**config.mk**
```make
export PLATFORM = sky130hd
export DESIGN_NAME = dram_refresh_ctrl
export DESIGN_NICKNAME = d
export VERILOG_FILES = /design/src/rtl/refresh_pkg.sv /design/src/rtl/refresh_interval_timer.sv /design/src/rtl/refresh_backlog.sv /design/src/rtl/refresh_row_ctr.sv /design/src/rtl/refresh_sequencer.sv /design/src/rtl/dram_refresh_ctrl.sv
export SDC_FILE = /design/constraint.sdc
export NUM_CORES = 1
export LEC_CHECK = 0
export ABC_CLOCK_PERIOD_IN_PS = 1800
export BUFFER_PORTS_ARGS = -buffer_cell sky130_fd_sc_hd__buf_2
export CAP_MARGIN = 10
export CELL_PAD_IN_SITES_DETAIL_PLACEMENT = 0
export CELL_PAD_IN_SITES_GLOBAL_PLACEMENT = 1
export CORE_UTILIZATION = 41
export CTS_BUF_LIST = sky130_fd_sc_hd__clkbuf_8
export DETAILED_ROUTE_END_ITERATION = 12
export GPL_TIMING_DRIVEN = 0
export PLACE_DENSITY = 0.89
export SYNTH_ARGS = -nofsm -noshare
export SYNTH_HDL_FRONTEND = slang
export SYNTH_SLANG_ARGS = --single-unit
```
**constraint.sdc**
```tcl
create_clock -name clk -period 1.8 [get_ports clk]
set_input_delay 0.18 -clock clk [delete_from_list [all_inputs] [get_ports clk]]
set_output_delay 0.18 -clock clk [all_outputs]
set_load 0.02 [all_outputs]
```
**src/rtl/refresh_pkg.sv**
```systemverilog
package refresh_pkg;
    typedef enum logic [1:0] {
        RF_IDLE = 2'd0,
        RF_REQ  = 2'd1,
        RF_RUN  = 2'd2,
        RF_GAP  = 2'd3
    } rf_state_e;
endpackage

```
**src/rtl/refresh_interval_timer.sv**
```systemverilog
module refresh_interval_timer #(
    parameter int PERIOD_CLKS = 1248,
    localparam int CNT_W = $clog2(PERIOD_CLKS + 1)
) (
    input  logic clk,
    input  logic rst_n,
    output logic tick_o
);
    typedef struct packed {
        logic [CNT_W-1:0] cnt;
    } tmr_regs_t;

    tmr_regs_t q, d;

    assign tick_o = (q.cnt == CNT_W'(PERIOD_CLKS - 1));

    always_comb begin
        d = q;
        if (tick_o) d.cnt = '0;
        else        d.cnt = q.cnt + 1'b1;
    end

    always_ff @(posedge clk or negedge rst_n) begin
        if (!rst_n) q <= '0;
        else        q <= d;
    end

    // the interval counter stays inside its period
    a_r2_cnt_in_range: assert property (@(posedge clk) disable iff (!rst_n)
        q.cnt < CNT_W'(PERIOD_CLKS));
endmodule

```
**src/rtl/refresh_backlog.sv**
```systemverilog
module refresh_backlog #(
    parameter int MAX_PEND = 4,
    localparam int PEND_W = $clog2(MAX_PEND + 1)
) (
    input  logic              clk,
    input  logic              rst_n,
    input  logic              tick_i,
    input  logic              done_i,
    output logic [PEND_W-1:0] pending_o,
    output logic              overflow_o
);
    typedef struct packed {
        logic [PEND_W-1:0] cnt;
        logic              ovf;
    } bl_regs_t;

    bl_regs_t q, d;

    always_comb begin
        d = q;
        if (tick_i && !done_i) begin
            if (q.cnt == PEND_W'(MAX_PEND)) d.ovf = 1'b1;
            else                            d.cnt = q.cnt + 1'b1;
        end else if (done_i && !tick_i) begin
            d.cnt = q.cnt - 1'b1;
        end
    end

    always_ff @(posedge clk or negedge rst_n) begin
        if (!rst_n) q <= '0;
        else        q <= d;
    end

    assign pending_o  = q.cnt;
    assign overflow_o = q.ovf;

    // a completion is only reported against a non-empty backlog
    a_r8_no_underflow: assert property (@(posedge clk) disable iff (!rst_n)
        done_i |-> (q.cnt != '0));
    // backlog bounded
    a_r8_bounded: assert property (@(posedge clk) disable iff (!rst_n)
        q.cnt <= PEND_W'(MAX_PEND));
    // lost-refresh flag is sticky
    a_r9_ovf_sticky: assert property (@(posedge clk) disable iff (!rst_n)
        q.ovf |=> q.ovf);
endmodule

```
**src/rtl/refresh_row_ctr.sv**
```systemverilog
module refresh_row_ctr #(
    parameter int ROWS = 512,
    localparam int ROW_W = $clog2(ROWS)
) (
    input  logic             clk,
    input  logic             rst_n,
    input  logic             done_i,
    output logic [ROW_W-1:0] row_o
);
    typedef struct packed {
        logic [ROW_W-1:0] row;
    } row_regs_t;

    row_regs_t q, d;

    always_comb begin
        d = q;
        if (done_i) begin
            if (q.row == ROW_W'(ROWS - 1)) d.row = '0;
            else                          d.row = q.row + 1'b1;
        end
    end

    always_ff @(posedge clk or negedge rst_n) begin
        if (!rst_n) q <= '0;
        else        q <= d;
    end

    assign row_o = q.row;

    // row stays inside the configured range
    a_r10_in_range: assert property (@(posedge clk) disable iff (!rst_n)
        q.row < ROW_W'(ROWS));
    // row only moves on a completed refresh
    a_r10_hold: assert property (@(posedge clk) disable iff (!rst_n)
        !done_i |=> $stable(q.row));
endmodule

```
**src/rtl/refresh_sequencer.sv**
```systemverilog
module refresh_sequencer
    import refresh_pkg::*;
#(
    parameter int STROBE_CLKS = 4,
    localparam int RUN_W = $clog2(STROBE_CLKS + 1)
) (
    input  logic clk,
    input  logic rst_n,
    input  logic pend_nz_i,
    input  logic bus_idle_i,
    input  logic bus_gnt_i,
    input  logic ready_i,
    input  logic ext_master_n_i,
    output logic bus_req_o,
    output logic refresh_n_o,
    output logic io_inhibit_o,
    output logic done_o
);
    typedef struct packed {
        rf_state_e        st;
        logic [RUN_W-1:0] run;
    } seq_regs_t;

    seq_regs_t q, d;
    logic      start;

    assign start  = (q.st == RF_REQ) && bus_gnt_i && bus_idle_i && ready_i && ext_master_n_i;
    assign done_o = (q.st == RF_RUN) && (q.run == RUN_W'(STROBE_CLKS - 1));

    always_comb begin
        d = q;
        unique case (q.st)
            RF_IDLE: if (pend_nz_i) d.st = RF_REQ;
            RF_REQ: begin
                if (start) begin
                    d.st  = RF_RUN;
                    d.run = '0;
                end
            end
            RF_RUN: begin
                if (done_o) begin
                    d.st  = RF_GAP;
                    d.run = '0;
                end else begin
                    d.run = q.run + 1'b1;
                end
            end
            RF_GAP: d.st = pend_nz_i ? RF_REQ : RF_IDLE;
            default: d.st = RF_IDLE;
        endcase
    end

    always_ff @(posedge clk or negedge rst_n) begin
        if (!rst_n) q <= '{st: RF_IDLE, run: '0};
        else        q <= d;
    end

    assign bus_req_o    = (q.st == RF_REQ) || (q.st == RF_RUN);
    assign refresh_n_o  = (q.st != RF_RUN);
    assign io_inhibit_o = (q.st == RF_RUN);

    // no start out of a stretched cycle
    a_r3_no_start_stretched: assert property (@(posedge clk) disable iff (!rst_n)
        $fell(refresh_n_o) |-> $past(ready_i));
    // no start while an external master owns the bus
    a_r4_no_start_ext_master: assert property (@(posedge clk) disable iff (!rst_n)
        $fell(refresh_n_o) |-> $past(ext_master_n_i));
    // start only from a granted idle bus
    a_r5_granted_start: assert property (@(posedge clk) disable iff (!rst_n)
        $fell(refresh_n_o) |-> $past(bus_gnt_i && bus_idle_i && bus_req_o));
    // strobe counter never exceeds its length
    a_r6_len_bound: assert property (@(posedge clk) disable iff (!rst_n)
        q.run < RUN_W'(STROBE_CLKS));
    // at least one high clock after every refresh
    a_r11_gap: assert property (@(posedge clk) disable iff (!rst_n)
        $rose(refresh_n_o) |=> refresh_n_o);
endmodule

```
**src/rtl/dram_refresh_ctrl.sv**
```systemverilog
module dram_refresh_ctrl #(
    parameter int PERIOD_CLKS = 1248,
    parameter int STROBE_CLKS = 4,
    parameter int ROWS        = 512,
    parameter int MAX_PEND    = 4,
    localparam int ROW_W  = $clog2(ROWS),
    localparam int PEND_W = $clog2(MAX_PEND + 1)
) (
    input  logic              clk,
    input  logic              rst_n,
    input  logic              bus_idle_i,
    input  logic              bus_gnt_i,
    input  logic              ready_i,
    input  logic              ext_master_n_i,
    output logic              bus_req_o,
    output logic              refresh_n_o,
    output logic              io_inhibit_o,
    output logic [ROW_W-1:0]  row_addr_o,
    output logic [PEND_W-1:0] pending_o,
    output logic              overflow_o
);
    logic tick;
    logic done;

    refresh_interval_timer #(.PERIOD_CLKS(PERIOD_CLKS)) u_timer (
        .clk    (clk),
        .rst_n  (rst_n),
        .tick_o (tick)
    );

    refresh_backlog #(.MAX_PEND(MAX_PEND)) u_backlog (
        .clk        (clk),
        .rst_n      (rst_n),
        .tick_i     (tick),
        .done_i     (done),
        .pending_o  (pending_o),
        .overflow_o (overflow_o)
    );

    refresh_sequencer #(.STROBE_CLKS(STROBE_CLKS)) u_seq (
        .clk            (clk),
        .rst_n          (rst_n),
        .pend_nz_i      (pending_o != '0),
        .bus_idle_i     (bus_idle_i),
        .bus_gnt_i      (bus_gnt_i),
        .ready_i        (ready_i),
        .ext_master_n_i (ext_master_n_i),
        .bus_req_o      (bus_req_o),
        .refresh_n_o    (refresh_n_o),
        .io_inhibit_o   (io_inhibit_o),
        .done_o         (done)
    );

    refresh_row_ctr #(.ROWS(ROWS)) u_row (
        .clk    (clk),
        .rst_n  (rst_n),
        .done_i (done),
        .row_o  (row_addr_o)
    );

    // inhibit tracks the strobe at the block boundary
    a_r7_inhibit_tracks: assert property (@(posedge clk) disable iff (!rst_n)
        io_inhibit_o == !refresh_n_o);
endmodule

```
; Word level (Yosys, flattened, before mapping)
; Cells that the tools add are included.
; W data, S select, Z words.
[word_totals]
ramBits = 0
romBits = 0
word_cells = 53
register_bits = 29
memories = 0
latchBits = 0
[classes]
magnitude_cmp = 0
n_eq_ne = 12
add_sub_neg = 5
div_mod_pow = 0
shift = 0
n_mux = 12
multipliers = 0
n_bitwise = 0
reduce_logical = 18
[ops]
columns = op, count
row1 = $mux W3, 4
row2 = $add A11 B1 Y11 const B, 1
row3 = $eq A11 B11 Y1 const B, 1
row4 = $mux W11, 1
row5 = $add A9 B1 Y9 const B, 1
row6 = $eq A9 B9 Y1 const B, 1
row7 = $mux W9, 1
row8 = $pmux W2 S4, 1
row9 = $logic_and A1 B1 Y1, 7
row10 = $add A3 B1 Y3 const B, 2
row11 = $ne A2 B1 Y1 const B, 3
row12 = $pmux W3 S2, 1
row13 = $reduce_and A2 Y1, 3
row14 = $mux W5, 1
row15 = $eq A2 B2 Y1 const B, 2
row16 = $mux W2, 2
row17 = $ne A2 B2 Y1 const B, 2
row18 = $reduce_bool A2 Y1, 2
row19 = $eq A3 B2 Y1 const B, 1
row20 = $eq A3 B3 Y1 const B, 1
row21 = $reduce_and A3 Y1, 1
row22 = $reduce_bool A3 Y1, 1
row23 = $sub A3 B1 Y3 const B, 1
row24 = $eq A2 B1 Y1 const B, 1
row25 = 4 further kinds, 5

; Longest topological paths before layout
; Gate-level depths: netlist (run 1).
[logic_depth]
depth_word = 7
depth_mapped = 9
mapped_depth_nobuf = 8

; Modules after synthesis
; A second synthesis (run 1) with hierarchy kept.
[hier_totals]
cells_unflattened = 159
hier_area_um2 = 1659.1
[by_module_without_submodules]
columns = mod, cells_per_inst, seq_area_each_um2, area_each_um2, n_inst
row1 = refresh_interval_timer, 48, 275.3, 538.0, 1
row2 = refresh_row_ctr, 48, 225.2, 486.7, 1
row3 = refresh_sequencer, 31, 125.1, 332.8, 1
row4 = refresh_backlog, 31, 100.1, 295.3, 1
row5 = dram_refresh_ctrl, 1, 0.0, 6.3, 1

; Least setup slack after synthesis (run 1)
; Ideal clock, no wire load.
[synth_timing]
path_kind = reg-to-reg
startpoint = register u_seq.q[3] (netlist bit)
endpoint = register u_backlog.q, in the netlist u_backlog.pending_o[1]
n_path_buf = 0
path_stages_with_launch = 8
setup_ns = 0.124
t_arrival_ns = 1.857
path_slack_ns = -0.181
path_cell_list = dfrtp_1 > inv_1 > ha_1 > nand3b_4 > nand4_1 > fa_1 > o21bai_1 > o31a_1
[synth_rtl]
columns = item, line_no
row1 = "start, declared", refresh_sequencer.sv:24  ; seq_regs_t q, d;
row2 = "start signal, assigned", refresh_sequencer.sv:54  ; if (!rst_n) q <= '{st: RF_IDLE, run: '0};
row3 = "end signal, assigned", refresh_backlog.sv:30  ; if (!rst_n) q <= '0;
row4 = "end signal, assigned", refresh_backlog.sv:31  ; else q <= d;
row5 = "end, declared", refresh_backlog.sv:17  ; bl_regs_t q, d;

==> reports/results.tsv, run 1 <==
metric	value	unit
grt_overflow	0	
die-height	64.48	um
tightestPinTransition	660.6	ps
wirelength	3.434	mm
synthDistinctLibCells	41	
seq_area	728.2	um^2
mappedNetlistArea	0.001600	mm^2
preCtsSetupSlack	-152.0	ps
multi_input_area	887.1	um^2
fin_crit_sh	99.52	%
setup_viol	0	
postLayoutSetupSlackWorst	8.581	ps
required	2010	ps
hpwl	2.208	mm
drive_gt1_share	34.48	%
reg2reg_from	u_timer.q[5]	
avgSynthCellArea	10.06	um^2
cts_max_level	2	
max_freq	558.2	MHz
clockBufferDepth	2	
cp-start-kind	flop	
yosys_warnings	0	
holdWs	388.6	ps
rows	22	
maxCapViolations	0	
synth_edf_count	0	
report.final.hold_viol_count	0	
finalNetCount	219	
place_inst	228	
worstReg2RegEnd	u_backlog.pending_o[1]	
p_clk_share	24.2	%
syn_to_final_growth	27.21	%
cp-endpoint	u_backlog.pending_o[1]	
cts_tree	yes	
finalCriticalPeriod	1791	ps
p_comb_share	37.0	%
start_util	43.39	%
cpMaxStageDelayCell	fa_2	
io_pins	22	
synthesis.nets	175	
synth-async-reset-ratio	100.0	%
core_area	0.003689	mm^2
outcome	completed	
crit_type	flop to flop	
synth_cells	159	
cp-startpoint	u_timer.q[5]	
antenna_cells	0	
clkLatencyLatePin	280	ps
antenna_found_initial	0	
cts-buffers-inserted	5	
synth_ff_type	dfrtp_1	
viasPerCell	5.498	
power_density	1077	mW/mm^2
crit_fanout	2	
drc	0	
finalClockSkew	6.296	ps
dr.pass1.iters	4	
p_sw_share	35.62	%
n_fill_cell	331	
crit_chain	and4bb_4 -> nand4_1 -> fa_2 -> o21bai_1 -> o31a_1	
grt_max_degree	30	
cp.arrival	2000	ps
cp-end-kind	flop	
min_path_type	primary input to flop	
peakVddDrop	0.7471	mV
cts.clk_slew.worst_paths	60	ps
seqPwrFrac	38.9	%
die_area	0.004157	mm^2
cts.root.buffer_cell	clkbuf_8	
p_leak	0.9723	nW
port_buffers	21	
cpPeakStageDelay	550	ps
vias	1380	
wl_per_cell	13.68	um
rsz0062_at_grt	yes	
grt_pass1_wl	5.754	mm
antenna_left	0	
slew_violations	0	
drtIter0Drc	30	
grt_pass1_vias	1284	
yosysSeqAreaShare	45.35	%
dieWidth	64.48	um
relSlewSlack	55.96	%
r2r_cells	5	
r2r_slack	9	ps
instances_no_fill	251	
p_switching	0.0007811	W
synth_seq_cells	29	
clock_sinks	29	
track_usage	18.71	%
gp_congestion	0.8225	
power.internal	0.001412	W
[through the flow]
stage	cell area [um^2]	utilization, %	TNS, ps	power (W)
2_1_floorplan	1618	-	-48.01	0.001357
3_3_place_gp	1783	48.34	-188.5	0.001512
3_5_place_dp	1783	48.34	-370.5	0.001545
4_1_cts	1954	52.99	-69.96	0.002141
5_1_grt	2036	55.19	-137.7	0.002345
6_report	2036	55.19	0	0.002193
[logic make-up (layout without fill, tap and decap cells)]
group	count (synthesis)	after routing	share of synthesized area, %
buf+inv	9	53	3.206
compound gates	37	37	14.31
fa+ha+maj	10	10	8.288
simple gates	64	64	23.22
mux	1	1	0.7036
flops	29	29	45.35
xor+xnor	9	9	4.926
[worst max-delay path: cells and delay by family, from the launching register on]
| family | cells | cell delay [ps] |
|---|---|---|
| compound gates | 2 | 250 |
| fa+ha+maj | 1 | 550 |
| simple gates | 2 | 510 |
| flops | 1 | 410 |
[layout make-up]
type	count	area share, %
repair buffers	39	11.92
clock inverters	1	0.1844
plain buffers	2	0.6146
multi-input cells	121	43.58
inverters	5	0.9219
well taps	48	2.950
flip-flops and latches	29	35.77
clock buffers	6	4.057
[cell usage after synthesis, types with 2 or more instances]
cell	number	share of area, %
buf_6	2	1.4
xor2_1	3	1.6
ha_1	9	7.0
nor2_1	10	2.3
inv_1	5	1.2
nor2b_1	2	0.78
a22o_1	2	1.1
nand3_1	7	2.2
and4_4	2	1.4
o31a_1	2	1.1
o21ai_0	13	4.1
a21oi_1	10	3.1
nand2_1	15	3.5
a32o_1	2	1.3
xnor2_1	6	3.3
nand4_1	7	2.7
dfrtp_1	29	45
nand2b_1	2	0.78
o21ai_1	2	0.63
nor3_1	7	2.2
buf_2	2	0.63
[worst min-delay path by stage]
stage	end	slack, ps	startpoint	depth (start not counted)
after floorplan	u_backlog.overflow_o	-120	rst_n	0
after detailed placement	u_seq.q[3]	260	rst_n	1
after CTS	u_seq.q[2]	370	bus_gnt_i	4
final	u_seq.q[2]	390	bus_gnt_i	4
after global placement	u_timer.q[0]	250	rst_n	1
after global routing	u_seq.q[0]	450	bus_gnt_i	4
[placed cells by master (no fill, tap or decap), types with 2 or more instances in the layout]
cell type  synthesis  final
a22o_1             2      2
nand2_1           15     15
xor2_1             3      3
dfrtp_1           29     27
a21oi_1           10     10
inv_1              5      5
nand4_1            7      7
o31a_1             2      2
o21ai_0           13     13
nor3_1             7      7
o21ai_1            2      2
and4_4             2      2
nor2b_1            2      2
clkbuf_8           0      6
buf_2              2     22
nand2b_1           2      2
xnor2_1            6      6
a32o_1             2      2
dfrtp_2            0      2
buf_4              0     18
nor2_2             0      3
nor2_1            10      6
nand3_1            7      7
ha_1               9      5
ha_4               0      3
[flip-flops by register name (all words and copies together) (netlist names)]
signal                cells
u_timer.q                11
u_seq.q                   5
u_backlog.overflow_o      1
u_backlog.pending_o       3
u_row.row_o               9
[power by group through the flow]
stage	combinational, W	clock (W)	sequential (W)
3_3_place_gp	0.000660	0	0.000853
2_1_floorplan	0.000469	0	0.000887
6_report	0.000810	0.000530	0.000852
3_5_place_dp	0.000683	0	0.000863
5_1_grt	0.000895	0.000582	0.000868
4_1_cts	0.000744	0.000548	0.000849
[metal layers]
layer | up-vias | global-route usage [%] | part of all wire, %
li1 | 661 | - | -
met1 | 687 | 21.11 | 43
met2 | 28 | 32.63 | 52
met3 | 4 | 5.810 | 4.1
met4 | 0 | 7.500 | 0.87
met5 | - | 0 | 0
[what timing repair did]
action | 4_1_cts | 5_1_grt
hold buffers | 1 | 0
setup buffers | 9 | 8
resized for setup | 9 | 5
pin swaps | 8 | 6
endpoints found under the hold margin | 29 | 0
cloned | 0 | 0
endpoints found under the setup margin | 5 | 6
No activity file was read; power rests on OpenSTA's default activity.
==> run 2, diff against run 1 <==
--- a/config.mk
+++ b/config.mk
@@ -8,13 +8,14 @@
 export ABC_CLOCK_PERIOD_IN_PS = 1800
 export BUFFER_PORTS_ARGS = -buffer_cell sky130_fd_sc_hd__buf_2
 export CAP_MARGIN = 10
-export CELL_PAD_IN_SITES_DETAIL_PLACEMENT = 0
-export CELL_PAD_IN_SITES_GLOBAL_PLACEMENT = 1
-export CORE_UTILIZATION = 41
+export CELL_PAD_IN_SITES_DETAIL_PLACEMENT = 1
+export CELL_PAD_IN_SITES_GLOBAL_PLACEMENT = 2
+export CORE_UTILIZATION = 34
 export CTS_BUF_LIST = sky130_fd_sc_hd__clkbuf_8
 export DETAILED_ROUTE_END_ITERATION = 12
 export GPL_TIMING_DRIVEN = 0
 export PLACE_DENSITY = 0.89
 export SYNTH_ARGS = -nofsm -noshare
 export SYNTH_HDL_FRONTEND = slang
+export SYNTH_HIERARCHICAL = 1
 export SYNTH_SLANG_ARGS = --single-unit
==> reports/results.tsv, run 2 <==
metric	value	unit	change
postLayoutSetupSlackWorst	-208.2	ps	was 8.581 ps
seqPwrFrac	36.6	%	was 38.9%
avgSynthCellArea	10.43	um^2	was 10.06 um^2
p_comb_share	38.1	%	was 37.0%
vias	1413		was 1,380
mappedNetlistArea	0.001659	mm^2	was 0.001600 mm^2
outcome	complete, but fails checks		was completed
wirelength	4.056	mm	was 3.434 mm
failed_checks	setup timing		
synthesis.nets	176		was 175
r2r_slack	-210	ps	was 9 ps
hold_start	bus_gnt_i		unchanged
power_density	1055	mW/mm^2	was 1077 mW/mm^2
synthDistinctLibCells	46		was 41
synth_compound_area_share	14.93	%	was 14.31%
finalClockSkew	4.697	ps	was 6.296 ps
report.final.hold_viol_count	0		unchanged
antenna_found_initial	0		unchanged
cts_max_level	2		unchanged
slew_violations	0		unchanged
synthSimpleGateAreaFrac	20.14	%	was 23.22%
drtIter0Drc	22		was 30
min_path_type	primary input to flop		unchanged
crit_fanout	6		was 2
grt_pass1_wl	6.775	mm	was 5.754 mm
grt_pass1_vias	1391		was 1,284
finalCriticalPeriod	2008	ps	was 1791 ps
clockBufferDepth	2		unchanged
synth_ff_type	dfrtp_1		unchanged
track_usage	17.00	%	was 18.71%
cp-end-kind	flop		unchanged
tightestPinTransition	665.6	ps	was 660.6 ps
start_util	35.13	%	was 43.39%
hold_depth	4		unchanged
r2r_cells	8		was 5
synth_top_family_by_area	simple AND/OR/NAND/NOR gates		unchanged
reg2reg_from	u_timer/q[5]		was u_timer.q[5]
syn_to_final_growth	36.43	%	was 27.21%
regMostFlops	u_timer/q		was u_timer.q
grt_overflow	0		unchanged
required	1990	ps	was 2010 ps
worstReg2RegEnd	u_backlog/pending_o[2]		was u_backlog.pending_o[1]
core_area	0.004723	mm^2	was 0.003689 mm^2
setup_viol	3		was 0
cp.arrival	2200	ps	was 2000 ps
peakVddDrop	0.5991	mV	was 0.7471 mV
maxCapViolations	0		unchanged
hpwl	2.391	mm	was 2.208 mm
antenna_cells	0		unchanged
rsz0062_at_grt	yes		unchanged
antenna_left	0		unchanged
synth_mux_area_share	4.827	%	was 0.7037%
yosys-top-cells-count	29 x dfrtp_1, 12 x o21ai_0, 11 x nand2_1		was 29 x dfrtp_1, 15 x nand2_1, 13 x o21ai_0
p_sw_share	36.96	%	was 35.62%
cts.root.buffer_cell	clkbuf_8		unchanged
cp-start-kind	flop		unchanged
synth-xor-area-share	3.695	%	was 4.926%
p_switching	0.0008826	W	was 0.0007811 W
yosys_warnings	6		was 0
layout.cells.most_common_list	26 x dfrtp_1, 25 x buf_4, 21 x buf_2		was 27 x dfrtp_1, 22 x buf_2, 18 x buf_4
power.internal	0.001505	W	was 0.001412 W
drive_gt1_share	42.99	%	was 34.48%
holdWs	345.6	ps	was 388.6 ps
postLayoutCellArea	0.002263	mm^2	was 0.002036 mm^2
netlist.area_leader.share	43.74	%	was 45.35%
wl_per_cell	14.43	um	was 13.68 um
fin_crit_sh	111.6	%	was 99.52%
clock_sinks	29		unchanged
synth_cells	159		unchanged
crit_type	flop to flop		unchanged
p_leak	1.033	nW	was 0.9723 nW
hold_path_end	u_seq/q[2]		was u_seq.q[2]
io_pins	22		unchanged
largest_reg_flops	11		unchanged
viasPerCell	5.028		was 5.498
layout_commonest_cell	dfrtp_1		unchanged
yosysSeqAreaShare	43.74	%	was 45.35%
max_freq	498.0	MHz	was 558.2 MHz
cts-buffers-inserted	5		unchanged
dieWidth	71.86	um	was 64.48 um
setup_tns	-362.7	ps	was 0 ps
finalNetCount	230		was 219
grt_max_degree	30		unchanged
drc	0		unchanged
rows	25		was 22
die_area	0.005163	mm^2	was 0.004157 mm^2
relSlewSlack	55.62	%	was 55.96%
yosys.area_share.adder	8.748	%	was 8.288%
yosys.area.top_type	dfrtp_1		unchanged
synth_seq_cells	29		unchanged
synth_edf_count	0		unchanged
gp_congestion	0.7039		was 0.8225
p_clk_share	25.3	%	was 24.2%
clkLatencyLatePin	290	ps	was 280 ps
cts_tree	yes		unchanged
cts.clk_slew.worst_paths	60	ps	about the same
yosysMostFrequentCell	dfrtp_1		unchanged
die-height	71.86	um	was 64.48 um
dr.pass1.iters	4		unchanged
synth-async-reset-ratio	100.0	%	unchanged
place_area	0.001883	mm^2	was 0.001783 mm^2
synthTopCellsByArea	dfrtp_1 44%, ha_1 7.5%, o21ai_0 3.6%		was dfrtp_1 45%, ha_1 7.0%, o21ai_0 4.1%
port_buffers	21		unchanged
==> run 2: changes by cell type after synthesis, moves of 4 or more <==
cell / change
nand2_1: -4
or3_1: +5
a21oi_1: -7
inv_1: +5
nor2_1: -5
==> run 2: power groups by stage <==
stage,sequential (W),combinational (W),clock (W)
6_report,0.000874,0.000910,0.000604
5_1_grt,0.000897,0.00102,0.000651
4_1_cts,0.000879,0.000858,0.000624
3_5_place_dp,0.000883,0.000834,0
3_3_place_gp,0.000881,0.000801,0
2_1_floorplan,0.000912,0.000585,0
==> run 2: critical path, cell delays in order, from the launching register on <==
cell and delay [ps]:
dfrtp_2 440, nand4bb_4 240, nor3_4 260, buf_6 140, nand2_4 40, fa_2 370, and2b_1 210, nor3_1 50
a221oi_2 180
==> run 2: cell type report <==
cell class	instances	area, um^2
fillers	528	2460
multi-input cells	117	974.7
flip-flops and latches	29	729.5
repair buffers	47	306.5
clock buffers	7	96.34
well taps	67	83.83
inverters	10	37.54
plain buffers	3	30.03
clock inverters	1	5.005
==> run 2: through the flow <==
step / power, W / utilization, % / setup WS, ps / instances
6_report: 0.002388 / 47.92 / -208.2 / 281
3_5_place_dp: 0.001717 / 39.87 / -733.9 / 247
2_1_floorplan: 0.001497 / - / -454.7 / 159
4_1_cts: 0.002360 / 45.22 / -280.5 / 271
3_3_place_gp: 0.001682 / 39.87 / -684.0 / 247
5_1_grt: 0.002570 / 47.92 / -311.1 / 281
==> run 2: cells by family (layout without fill, tap and decap cells) <==
logic type / after synthesis / count (layout)
XOR/XNOR: 7 / 7
adder cells (fa/ha/maj): 11 / 11
flip-flops: 29 / 29
buffers and inverters: 13 / 68
multiplexers: 7 / 7
AO/OA/AOI/OAI: 37 / 37
AND/OR/NAND/NOR: 55 / 55
==> run 2: timing repair <==
item | in CTS | in global routing
endpoints found under the hold margin | 29 | 0
setup buffers | 15 | 13
resized for setup | 5 | 16
hold buffers | 1 | 0
cloned | 0 | 0
endpoints found under the setup margin | 6 | 8
pin swaps | 6 | 8
==> run 2: worst max-delay path by stage <==
stage	startpoint	endpoint	slack (ps)	cells after the start
2_1_floorplan	u_timer/q[0]	u_backlog/pending_o[2]	-450	9
3_3_place_gp	u_timer/q[0]	u_backlog/pending_o[2]	-680	9
3_5_place_dp	u_timer/q[0]	u_backlog/pending_o[2]	-730	9
4_1_cts	u_timer/q[0]	u_backlog/pending_o[2]	-280	9
5_1_grt	u_timer/q[5]	u_backlog/pending_o[2]	-310	8
6_report	u_timer/q[5]	u_backlog/pending_o[2]	-210	8
==> run 2: per-layer routing <==
metal  part of all wire [%]  GRT usage [%]  up-vias
met5                      0              0        -
li1                       -              -      685
met1                     43          20.98      687
met4                    3.0          8.061        0
met2                     50          27.99       28
met3                    3.4          4.079       13
